===== src/rtl/atten_ctrl_pkg.sv =====
package atten_ctrl_pkg;
  localparam int CODE_W = 7;
  localparam int ADDR_W = 3;
  localparam int WORD_W = 8;

  typedef struct packed {
    logic              shiftEn;
    logic              serCommit;
    logic              parLoad;
    logic              dataBit;
    logic [CODE_W-1:0] parValue;
  } ctlStrobe_t;
endpackage


===== src/rtl/atten_sync.sv =====
module atten_sync #(
  parameter int WIDTH  = 1,
  parameter int STAGES = 2
) (
  input  logic             clk,
  input  logic             rstN,
  input  logic [WIDTH-1:0] asyncIn,
  output logic [WIDTH-1:0] syncOut
);
  logic [WIDTH-1:0] stage [STAGES];

  always_ff @(posedge clk or negedge rstN) begin
    if (!rstN) begin
      for (int i = 0; i < STAGES; i++) stage[i] <= '0;
    end else begin
      stage[0] <= asyncIn;
      for (int i = 1; i < STAGES; i++) stage[i] <= stage[i-1];
    end
  end

  assign syncOut = stage[STAGES-1];
endmodule


===== src/rtl/atten_ctrl_seq.sv =====
module atten_ctrl_seq
  import atten_ctrl_pkg::*;
(
  input  logic              clk,
  input  logic              rstN,
  input  logic              serClk,
  input  logic              serData,
  input  logic              serLatch,
  input  logic              modeSerial,
  input  logic [CODE_W-1:0] parCode,
  output ctlStrobe_t        strb
);
  localparam int SYNC_W = CODE_W + 4;

  logic [SYNC_W-1:0] syncBus;
  logic              clkS, dataS, leS, modeS;
  logic [CODE_W-1:0] parS;
  logic              clkPrev, lePrev;

  // one synchronizer bank for every asynchronous pin keeps their latencies equal
  atten_sync #(.WIDTH(SYNC_W), .STAGES(2)) u_sync (
    .clk    (clk),
    .rstN   (rstN),
    .asyncIn({modeSerial, serLatch, serData, serClk, parCode}),
    .syncOut(syncBus)
  );

  assign {modeS, leS, dataS, clkS, parS} = syncBus;

  always_ff @(posedge clk or negedge rstN) begin
    if (!rstN) begin
      clkPrev <= 1'b0;
      lePrev  <= 1'b0;
    end else begin
      clkPrev <= clkS;
      lePrev  <= leS;
    end
  end

  always_comb begin
    strb.shiftEn   = modeS & clkS & ~clkPrev & ~leS;
    strb.serCommit = modeS & leS & ~lePrev;
    strb.parLoad   = ~modeS & leS;
    strb.dataBit   = dataS;
    strb.parValue  = parS;
  end


  one_commit_per_edge_chk: assert property (@(posedge clk) disable iff (!rstN)
    strb.serCommit |=> !strb.serCommit);
endmodule


===== src/rtl/atten_datapath.sv =====
module atten_datapath
  import atten_ctrl_pkg::*;
(
  input  logic              clk,
  input  logic              rstN,
  input  ctlStrobe_t        strb,
  input  logic [ADDR_W-1:0] devAddr,
  output logic [CODE_W-1:0] attenCode,
  output logic              codeChanged
);
  localparam int FRAME_W = 2 * WORD_W;
  localparam logic [FRAME_W-1:0] RESET_FRAME =
    {{WORD_W{1'b0}}, {(WORD_W-CODE_W){1'b0}}, {CODE_W{1'b1}}};
  localparam logic [CODE_W-1:0] MAX_CODE = {CODE_W{1'b1}};

  logic [FRAME_W-1:0] shiftReg;
  logic [ADDR_W-1:0]  addrField;
  logic               addrHit;
  logic [CODE_W-1:0]  nextCode;

  assign addrField = shiftReg[WORD_W +: ADDR_W];
  assign addrHit   = (addrField == devAddr);

  // frame register: new bit enters at the top, so the first bit ends at bit 0
  always_ff @(posedge clk or negedge rstN) begin
    if (!rstN)              shiftReg <= RESET_FRAME;
    else if (strb.shiftEn)  shiftReg <= {strb.dataBit, shiftReg[FRAME_W-1:1]};
  end

  always_comb begin
    nextCode = attenCode;
    if (strb.serCommit && addrHit) nextCode = shiftReg[CODE_W-1:0];
    else if (strb.parLoad)         nextCode = strb.parValue;
  end

  always_ff @(posedge clk or negedge rstN) begin
    if (!rstN) begin
      attenCode   <= MAX_CODE;
      codeChanged <= 1'b0;
    end else begin
      attenCode   <= nextCode;
      codeChanged <= (nextCode != attenCode);
    end
  end


  shift_hold_chk: assert property (@(posedge clk) disable iff (!rstN)
    !strb.shiftEn |=> $stable(shiftReg));


  commit_load_chk: assert property (@(posedge clk) disable iff (!rstN)
    (strb.serCommit && addrField == devAddr) |=> attenCode == $past(shiftReg[CODE_W-1:0]));


  mismatch_hold_chk: assert property (@(posedge clk) disable iff (!rstN)
    (strb.serCommit && addrField != devAddr) |=> $stable(attenCode));


  par_load_chk: assert property (@(posedge clk) disable iff (!rstN)
    strb.parLoad |=> attenCode == $past(strb.parValue));


  change_seen_chk: assert property (@(posedge clk) disable iff (!rstN)
    (attenCode != $past(attenCode)) |-> codeChanged);


  change_real_chk: assert property (@(posedge clk) disable iff (!rstN)
    codeChanged |-> (attenCode != $past(attenCode)));
endmodule


===== src/rtl/step_atten_ctrl.sv =====
module step_atten_ctrl
  import atten_ctrl_pkg::*;
(
  input  logic              clk,
  input  logic              rstN,
  input  logic              serClk,
  input  logic              serData,
  input  logic              serLatch,
  input  logic              modeSerial,
  input  logic [CODE_W-1:0] parCode,
  input  logic [ADDR_W-1:0] devAddr,
  output logic [CODE_W-1:0] attenCode,
  output logic              codeChanged
);
  ctlStrobe_t strb;

  atten_ctrl_seq u_ctrl (
    .clk       (clk),
    .rstN      (rstN),
    .serClk    (serClk),
    .serData   (serData),
    .serLatch  (serLatch),
    .modeSerial(modeSerial),
    .parCode   (parCode),
    .strb      (strb)
  );

  atten_datapath u_dp (
    .clk        (clk),
    .rstN       (rstN),
    .strb       (strb),
    .devAddr    (devAddr),
    .attenCode  (attenCode),
    .codeChanged(codeChanged)
  );
endmodule


===== config.mk =====
export PLATFORM = sky130hd
export DESIGN_NAME = step_atten_ctrl
export DESIGN_NICKNAME = d
export VERILOG_FILES = /design/src/rtl/atten_ctrl_pkg.sv /design/src/rtl/atten_sync.sv /design/src/rtl/atten_ctrl_seq.sv /design/src/rtl/atten_datapath.sv /design/src/rtl/step_atten_ctrl.sv
export SDC_FILE = /design/constraint.sdc
export NUM_CORES = 1
export LEC_CHECK = 0
export CAP_MARGIN = 20
export CORE_MARGIN = 2
export CORE_UTILIZATION = 24
export CTS_BUF_LIST = sky130_fd_sc_hd__clkbuf_8
export CTS_CLUSTER_DIAMETER = 60
export DETAILED_ROUTE_END_ITERATION = 10
export PLACE_DENSITY = 0.43
export SLEW_MARGIN = 20
export SYNTH_ARGS = -nofsm -noshare
export SYNTH_HDL_FRONTEND = slang
export SYNTH_SLANG_ARGS = --single-unit

===== constraint.sdc =====
create_clock -name clk -period 2.3 [get_ports clk]
set_input_delay 0.345 -clock clk [delete_from_list [all_inputs] [get_ports clk]]
set_output_delay 0.345 -clock clk [all_outputs]
set_load 0.1 [all_outputs]

## Yosys cells after proc, flatten, opt, wreduce, memory -nomap -nowiden

Index checks and enable logic that the tools add are counted.

- Equality and inequality tests: 2
- Muxes and demuxes: 2
- Bitwise operators: 10
- Reductions and logical operators: 1

Operator list:

| operator | count |
|---|---|
| $mux 7 | 2 |
| $ne 7x7->1 | 1 |
| $and 1x1->1 | 6 |
| $not 1->1 | 4 |
| $eq 3x3->1 | 1 |
| $logic_and 1x1->1 | 1 |

- Bits in registers: 48
- Logic and storage cells: 22

## Longest topological paths before layout

Gate-level depths: netlist of the first run.

- Depth after elaboration: 5
- Mapped depth: 6
- Depth with buffers taken out: 5

## Hierarchy

A second synthesis of the first run with hierarchy kept.

- Cell total of the unflattened synthesis: 127
- Area, all modules: 1903.1 µm²

By module, submodules not included:

| module | instances | cells an instance | area each (µm²) |
|---|---|---|---|
| atten_datapath | 1 | 89 | 1192.4 |
| atten_sync | 1 | 33 | 633.1 |
| atten_ctrl_seq | 1 | 5 | 77.6 |

## Worst setup path after synthesis of the first run

No wires, ideal clock.

- Path type: reg2reg
- Start: register u_ctrl.u_sync.stage, in the netlist u_ctrl.u_sync.syncOut[9]
- End: register u_dp.codeChanged
- Arrival: 1595 ps
- Slack: 570 ps
- Cell stages (with the launch flop): 7
- Period minus slack after synthesis: 1730 ps
- Cells stage by stage: dfrtp_1 and3b_1 and4_4 buf_6 a221o_1 a222oi_1 nand4_1

- Cells in the longest elaborated chain, start to end: 5
- Elaborated cells on any way between the ends: 7

Ends and longest elaborated chain:

| element | RTL line | source |
|---|---|---|
| start, declared | atten_sync.sv:10 | `logic [WIDTH-1:0] stage [STAGES];` |
| $and 1x1->1 (2 in series) | atten_ctrl_seq.sv:42 | `strb.serCommit = modeS & leS & ~lePrev;` |
| $logic_and 1x1->1 | atten_datapath.sv:32 | `if (strb.serCommit && addrHit) nextCode = shiftReg[CODE_W-1:0];` |
| $mux 7 * | atten_datapath.sv:32 |  |
| $ne 7x7->1 * | atten_datapath.sv:42 | `codeChanged <= (nextCode != attenCode);` |
| end signal, assigned | atten_datapath.sv:42 |  |
| end, declared | atten_datapath.sv:9 | `output logic codeChanged` |

Every way passes the cells marked *; elsewhere a longest branch is shown, timed or not.
A chain may end at the register's enable or synchronous reset.

## Worst setup path after layout of the first run

- Start: input port devAddr[2]
- End: register u_dp.codeChanged

- Cells in the longest elaborated chain, start to end: 4

Ends and longest elaborated chain:

| element | RTL line | source |
|---|---|---|
| start, declared | step_atten_ctrl.sv:11 | `input logic [ADDR_W-1:0] devAddr,` |
| $eq 3x3->1 | atten_datapath.sv:22 | `assign addrHit = (addrField == devAddr);` |
| $logic_and 1x1->1 | atten_datapath.sv:32 |  |
| $mux 7 | atten_datapath.sv:32 |  |
| $ne 7x7->1 | atten_datapath.sv:42 |  |

No other way between the ends.

==> impl_metrics.toml, run 1 <==
[run_status]
status = "complete, no violations"

[yosys]
ys_seq_area_share_pct = 68.02
yosysWarnings = 0
synth_edf_count = 0
synth_most_common_cell = "dfrtp_1"
synth_cell_types = 25
synth_top_area_share_pct = 47.49
synth_area_um2 = 1792
ys.flop_type = "dfrtp_1"
avgSynthCellArea_um2 = 13.89
yosysTopAreaCell = "dfrtp_1"
async_reset_ff_share_pct = 100.0
synth_fp_nets = 145
synth_area_leaders = "dfrtp_1 (47%), dfstp_2 (21%), mux2_2 (9.4%)"
synth_cells = 129
ys_ff_latch = 48
synth_common_cells = "dfrtp_1 (34), mux2_2 (15), nand2_1 (15)"

[clock_network]
post_cts_buffers = 0
hold_buffers = 0
clockBufferDepth = 2
clock-sinks = 48
ctsHtreeMaxLevel = 2
cts_made_buffers = 5
cts_tree = "done"
path_clk_slew_ps = 90
post_cts_resized = 0
clk_latency_ps = 290
root_buffer = "clkbuf_8"

[layout]
drive_above_1_share_pct = 35.67
syn_to_final_growth_pct = 25.35
multiInputGateArea_um2 = 540.5
antenna_cells = 0
fillerInstances = 727
num-nets-final = 172
utilization_pct = 30.96
regArea_um2 = 1219

[sta]
finalSetupViolations = 0
slew_violations = 0
rsz0062_at_grt = "false"
tns_ps = 0
final.setup_skew_ps = 9.067
post-route-min-period_ps = 1823
slew_headroom_pct = 41.13
tightest_slew_ps = 881.2
fin_crit_sh_pct = 79.27
finalHoldViolations = 0
clock.fmax_mhz = 548.5

[routing]
routedWlPerCell_um = 12.86
wl_mm = 3.291
drc = 0
viasPerCell = 4.340
dr.pass1.iters = 4
vias = 1111
drtIter0Drc = 79
ant_nets = 0

[critical_path]
critPathKind = "input pin to flop"
reg2reg_depth = 5
endpoint_kind = "flop"
start_kind = "input pin"
worstPathRequired_ps = 2540
crit_arrival_ps = 2060
worstPathMaxFanout = 9

[pwr]
power_switching_mw = 0.5541
worst_ir_drop_vdd_v = 0.0002697
p_seq_share_pct = 50.9
p_per_area_nw_per_um2 = 858.6
pwr-share-clk_pct = 31.1
p_int_mw = 1.374
combPwrFrac_pct = 18.0
p_leak_nw = 0.9358
netSwitchingFraction_pct = 28.73

[grt]
grt_use_total_pct = 9.101
grt_max_degree = 49
antenna_found_initial = 0
grt_pass1_vias = 1225
grt_pass1_wl_mm = 5.940
grt.overflow.total = 0

[die]
start_util_pct = 24.70
dieArea_um2 = 8173
rows = 31
io-pin-count = 24
core_area_um2 = 7253
die_x_um = 90.41
die_y_um = 90.41

[run]
max-cap-violations = 0

[placement]
place_congestion = 0.8447
io_buffer_count = 23
hpwl_mm = 2.182

[hold_path]
hp-class = "input pin to async pin"
==> critical path, cell delays in order <==
cell	delay, ps
clkdlybuf4s50_1	430
xnor2_1	220
nand4_1	360
buf_4	300
o221ai_1	190
a22oi_1	130
nand4_1	80
==> worst paths after layout <==
check                                                    from                                 end  slack, ps
min reg2reg                 u_ctrl.u_sync.stage[15]$_DFF_PN0_  u_ctrl.u_sync.syncOut[4]$_DFF_PN0_        350
max in group asynchronous                                rstN         u_dp.attenCode[3]$_DFF_PN1_       2000
min in group clk            u_ctrl.u_sync.stage[15]$_DFF_PN0_  u_ctrl.u_sync.syncOut[4]$_DFF_PN0_        350
max reg2reg                u_ctrl.u_sync.syncOut[9]$_DFF_PN0_          u_dp.codeChanged$_DFF_PN0_        520
min                                                      rstN   u_ctrl.u_sync.stage[18]$_DFF_PN0_          5
max                                                devAddr[2]          u_dp.codeChanged$_DFF_PN0_        480
==> kinds of logic (layout without fill, tap and decap cells) <==
group	count (synthesis)	in the layout	share of synthesized area, %
AO/OA/AOI/OAI	26	26	11.24
XOR/XNOR	3	3	1.467
buffers and inverters	8	36	2.164
flip-flops	48	48	68.02
multiplexers	15	15	9.427
AND/OR/NAND/NOR	29	29	7.682
==> per-layer routing <==
layer / vias up / part of all wire [%] / track usage, %
met3: 2 / 4.0 / 2.170
met2: 30 / 49 / 14.72
met5: - / 0 / 0
met4: 0 / 1.4 / 4.744
li1: 520 / - / -
met1: 559 / 45 / 11.30
==> stage by stage <==
stage	total power, mW	std cells	cell area [µm²]	setup slack, ps	hold slack [ps]
floorplan	1.239	129	1792	569.6	49.41
global placement	1.341	248	2135	208.4	332.5
detailed placement	1.348	248	2135	169.4	334.7
CTS	1.965	256	2246	490.2	15.48
global route	2.030	256	2246	256.9	19.67
finish	1.928	256	2246	476.8	4.523
==> cell usage in the layout, fill, tap and decap left out, drive strengths merged <==
cell type / instances
nor4bb: 1
and4: 1
xnor2: 3
bufinv: 1
a22oi: 1
clkdlybuf4s50: 14
nor2b: 1
nor2: 7
mux2: 15
nand2b: 1
clkinv: 1
o22ai: 1
a221o: 6
inv: 1
a31oi: 7
nand4: 2
clkinvlp: 1
dfstp: 14
o21ai: 5
buf: 13
a222oi: 1
clkbuf: 5
dfrtp: 34
nand2: 15
and3b: 1
o221ai: 5
==> registers in the layout, indices dropped and copies added, names as in the netlist <==
name	flops
u_dp.codeChanged	1
u_ctrl.clkPrev	1
u_ctrl.u_sync.stage	11
u_ctrl.lePrev	1
u_ctrl.u_sync.syncOut	11
u_dp.attenCode	7
u_dp.shiftReg	16
==> layout make-up <==
class,count,area share [%]
Multi-Input combinational cell,73,24.07
Sequential cell,48,54.26
Inverter,1,0.1671
Clock buffer,5,3.064
Timing Repair Buffer,27,11.03
Tap cell,99,5.515
Clock inverter,3,1.894
==> power by group through the flow <==
| stage | Clock, mW | Sequential (mW) | Combinational, mW |
|---|---|---|---|
| 6_report | 0.600 | 0.981 | 0.347 |
| 5_1_grt | 0.666 | 0.992 | 0.371 |
| 4_1_cts | 0.632 | 0.982 | 0.351 |
| 3_5_place_dp | 0 | 0.998 | 0.350 |
| 3_3_place_gp | 0 | 0.993 | 0.348 |
| 2_1_floorplan | 0 | 1.13 | 0.105 |
Note: power is estimated with default switching activity, not from simulation.
==> run 2: changes to the inputs <==
Clock period 2.3 ns to 1.9 ns, I/O delays scaled along.
==> impl_metrics.toml, run 2 (synthesis results as in run 1) <==
[run_status]
status = "complete, no violations"

[layout]
layout_common_cells = "dfrtp_1 (34), nand2_1 (15), mux2_2 (15)"
syn_to_final_growth_pct = 31.98
regArea_um2 = 1219
final_cells = 262
largest_register = "u_dp.shiftReg"
final_common_cell = "dfrtp_1"
num-nets-final = 178
largest_register_ffs = 16
antenna_cells = 0
drive_above_1_share_pct = 38.04
multiInputGateArea_um2 = 543.0
fillerInstances = 735

[placement]
hpwl_mm = 2.377
io_buffer_count = 23
place_congestion = 0.8302
dp_cells = 252

[grt]
grt_pass1_vias = 1227
grt_pass1_wl_mm = 6.003
antenna_found_initial = 0
grt.overflow.total = 0
grt_max_degree = 28
grt_use_total_pct = 9.067

[hold_path]
hold_start = "u_ctrl.u_sync.stage[15]$_DFF_PN0_"
hp-class = "flop to flop"

[critical_path]
r2r_start = "u_ctrl.u_sync.syncOut[9]$_DFF_PN0_"
crit_cells = 5
cpPeakStageDelay_ps = 420
critPathKind = "flop to flop"
worstPathMaxFanout = 5
crit_buf_inv = 0
crit_slowest_cell = "dfrtp_1"
cp_cell_sequence = "and3b_1 > and4_4 > a221o_1 > a222oi_1 > nand4_1"
worstPathRequired_ps = 2080
critical_path.top_delay_family = "compound AO/OA/AOI/OAI gates"
endpoint_kind = "flop"
crit_arrival_ps = 1970
reg2reg_depth = 5
start_kind = "flop"
r2r_setup_slack_ps = 110
cp-endpoint = "u_dp.codeChanged$_DFF_PN0_"
rr_endpoint = "u_dp.codeChanged$_DFF_PN0_"
critPathLaunch = "u_ctrl.u_sync.syncOut[9]$_DFF_PN0_"

[die]
die_y_um = 90.41
dieArea_um2 = 8173
io-pin-count = 24
start_util_pct = 24.70
rows = 31
core_area_um2 = 7253
die_x_um = 90.41

[sta]
post-route-min-period_ps = 1787
rsz0062_at_grt = "false"
finalHoldViolations = 0
tightest_slew_ps = 556.9
finalSetupViolations = 0
clock.fmax_mhz = 559.6
final.setup_skew_ps = 7.951
tns_ps = 0
fin_crit_sh_pct = 94.05
slew_violations = 0
whs_ps = 354.3
slew_headroom_pct = 62.70

[routing]
ant_nets = 0
viasPerCell = 4.420
dr.pass1.iters = 4
routedWlPerCell_um = 12.86
drc = 0
wl_mm = 3.369
drtIter0Drc = 58
vias = 1158

[clock_network]
path_clk_slew_ps = 90
ctsHtreeMaxLevel = 2
clk_latency_ps = 300
root_buffer = "clkbuf_8"
cts_made_buffers = 5
clock-sinks = 48
cts_tree = "done"
clockBufferDepth = 2

[pwr]
p_per_area_nw_per_um2 = 968.0
worst_ir_drop_vdd_v = 0.0002329
p_leak_nw = 0.9793
p_total_mw = 2.289

[run]
max-cap-violations = 0
run 2: per-stage QoR:
step | cell area, µm² | utilization (%) | setup WS [ps]
after floorplan | 1792 | - | 169.6
after global routing | 2365 | 32.60 | 11.72
final | 2365 | 32.60 | 113.0
after CTS | 2355 | 32.47 | 106.5
after detailed placement | 2252 | 31.05 | -152.5
after global placement | 2252 | 31.05 | -101.8
run 2: worst min-delay path by stage:
stage | end | depth (start not counted) | slack (ps)
3_5_place_dp | u_ctrl.u_sync.stage[18]$_DFF_PN0_ | 1 | 300
2_1_floorplan | u_ctrl.clkPrev$_DFF_PN0_ | 0 | -10
4_1_cts | u_ctrl.u_sync.syncOut[3]$_DFF_PN0_ | 0 | 360
6_report | u_ctrl.u_sync.syncOut[4]$_DFF_PN0_ | 0 | 350
5_1_grt | u_ctrl.u_sync.syncOut[3]$_DFF_PN0_ | 0 | 360
3_3_place_gp | u_ctrl.u_sync.stage[18]$_DFF_PN0_ | 1 | 290
run 2: area by class of cell:
cell class,count,area share (%)
clock buffer,5,2.910
clock inverter,3,1.005
inverter,1,0.1587
multi-input combinational,73,22.96
sequential,48,51.53
tap,99,5.238
timing repair buffer,33,16.19
run 2: repair_timing:
action	4_1_cts	5_1_grt
endpoints found under the setup margin	0	1
hold endpoints to repair	14	0
setup buffers	0	1
gates resized for setup	0	1
hold buffers	1	0
run 2: where the power goes:
group          switching (mW)  leakage (nW)  internal [mW]
clock network           0.349        0.0404          0.261
logic                   0.276         0.385          0.207
registers              0.0688         0.554           1.13
total                   0.693         0.979           1.60
run 2: layer usage:
layer / routed length (µm) / vias up / GRT usage (%) / share of wire [%]
li1: - / 531 / - / -
met1: 1484 / 587 / 11.25 / 44
met2: 1653 / 33 / 14.54 / 49
met3: 151 / 7 / 2.671 / 4.5
met4: 80 / 0 / 4.231 / 2.4
met5: 0 / - / 0 / 0
==> run 3: changes to the inputs <==
Settings changed: CTS_BUF_LIST sky130_fd_sc_hd__clkbuf_8 to unset.
==> results of run 3 <==
No change in the layout: final DEF, timing and power equal those of run 2.
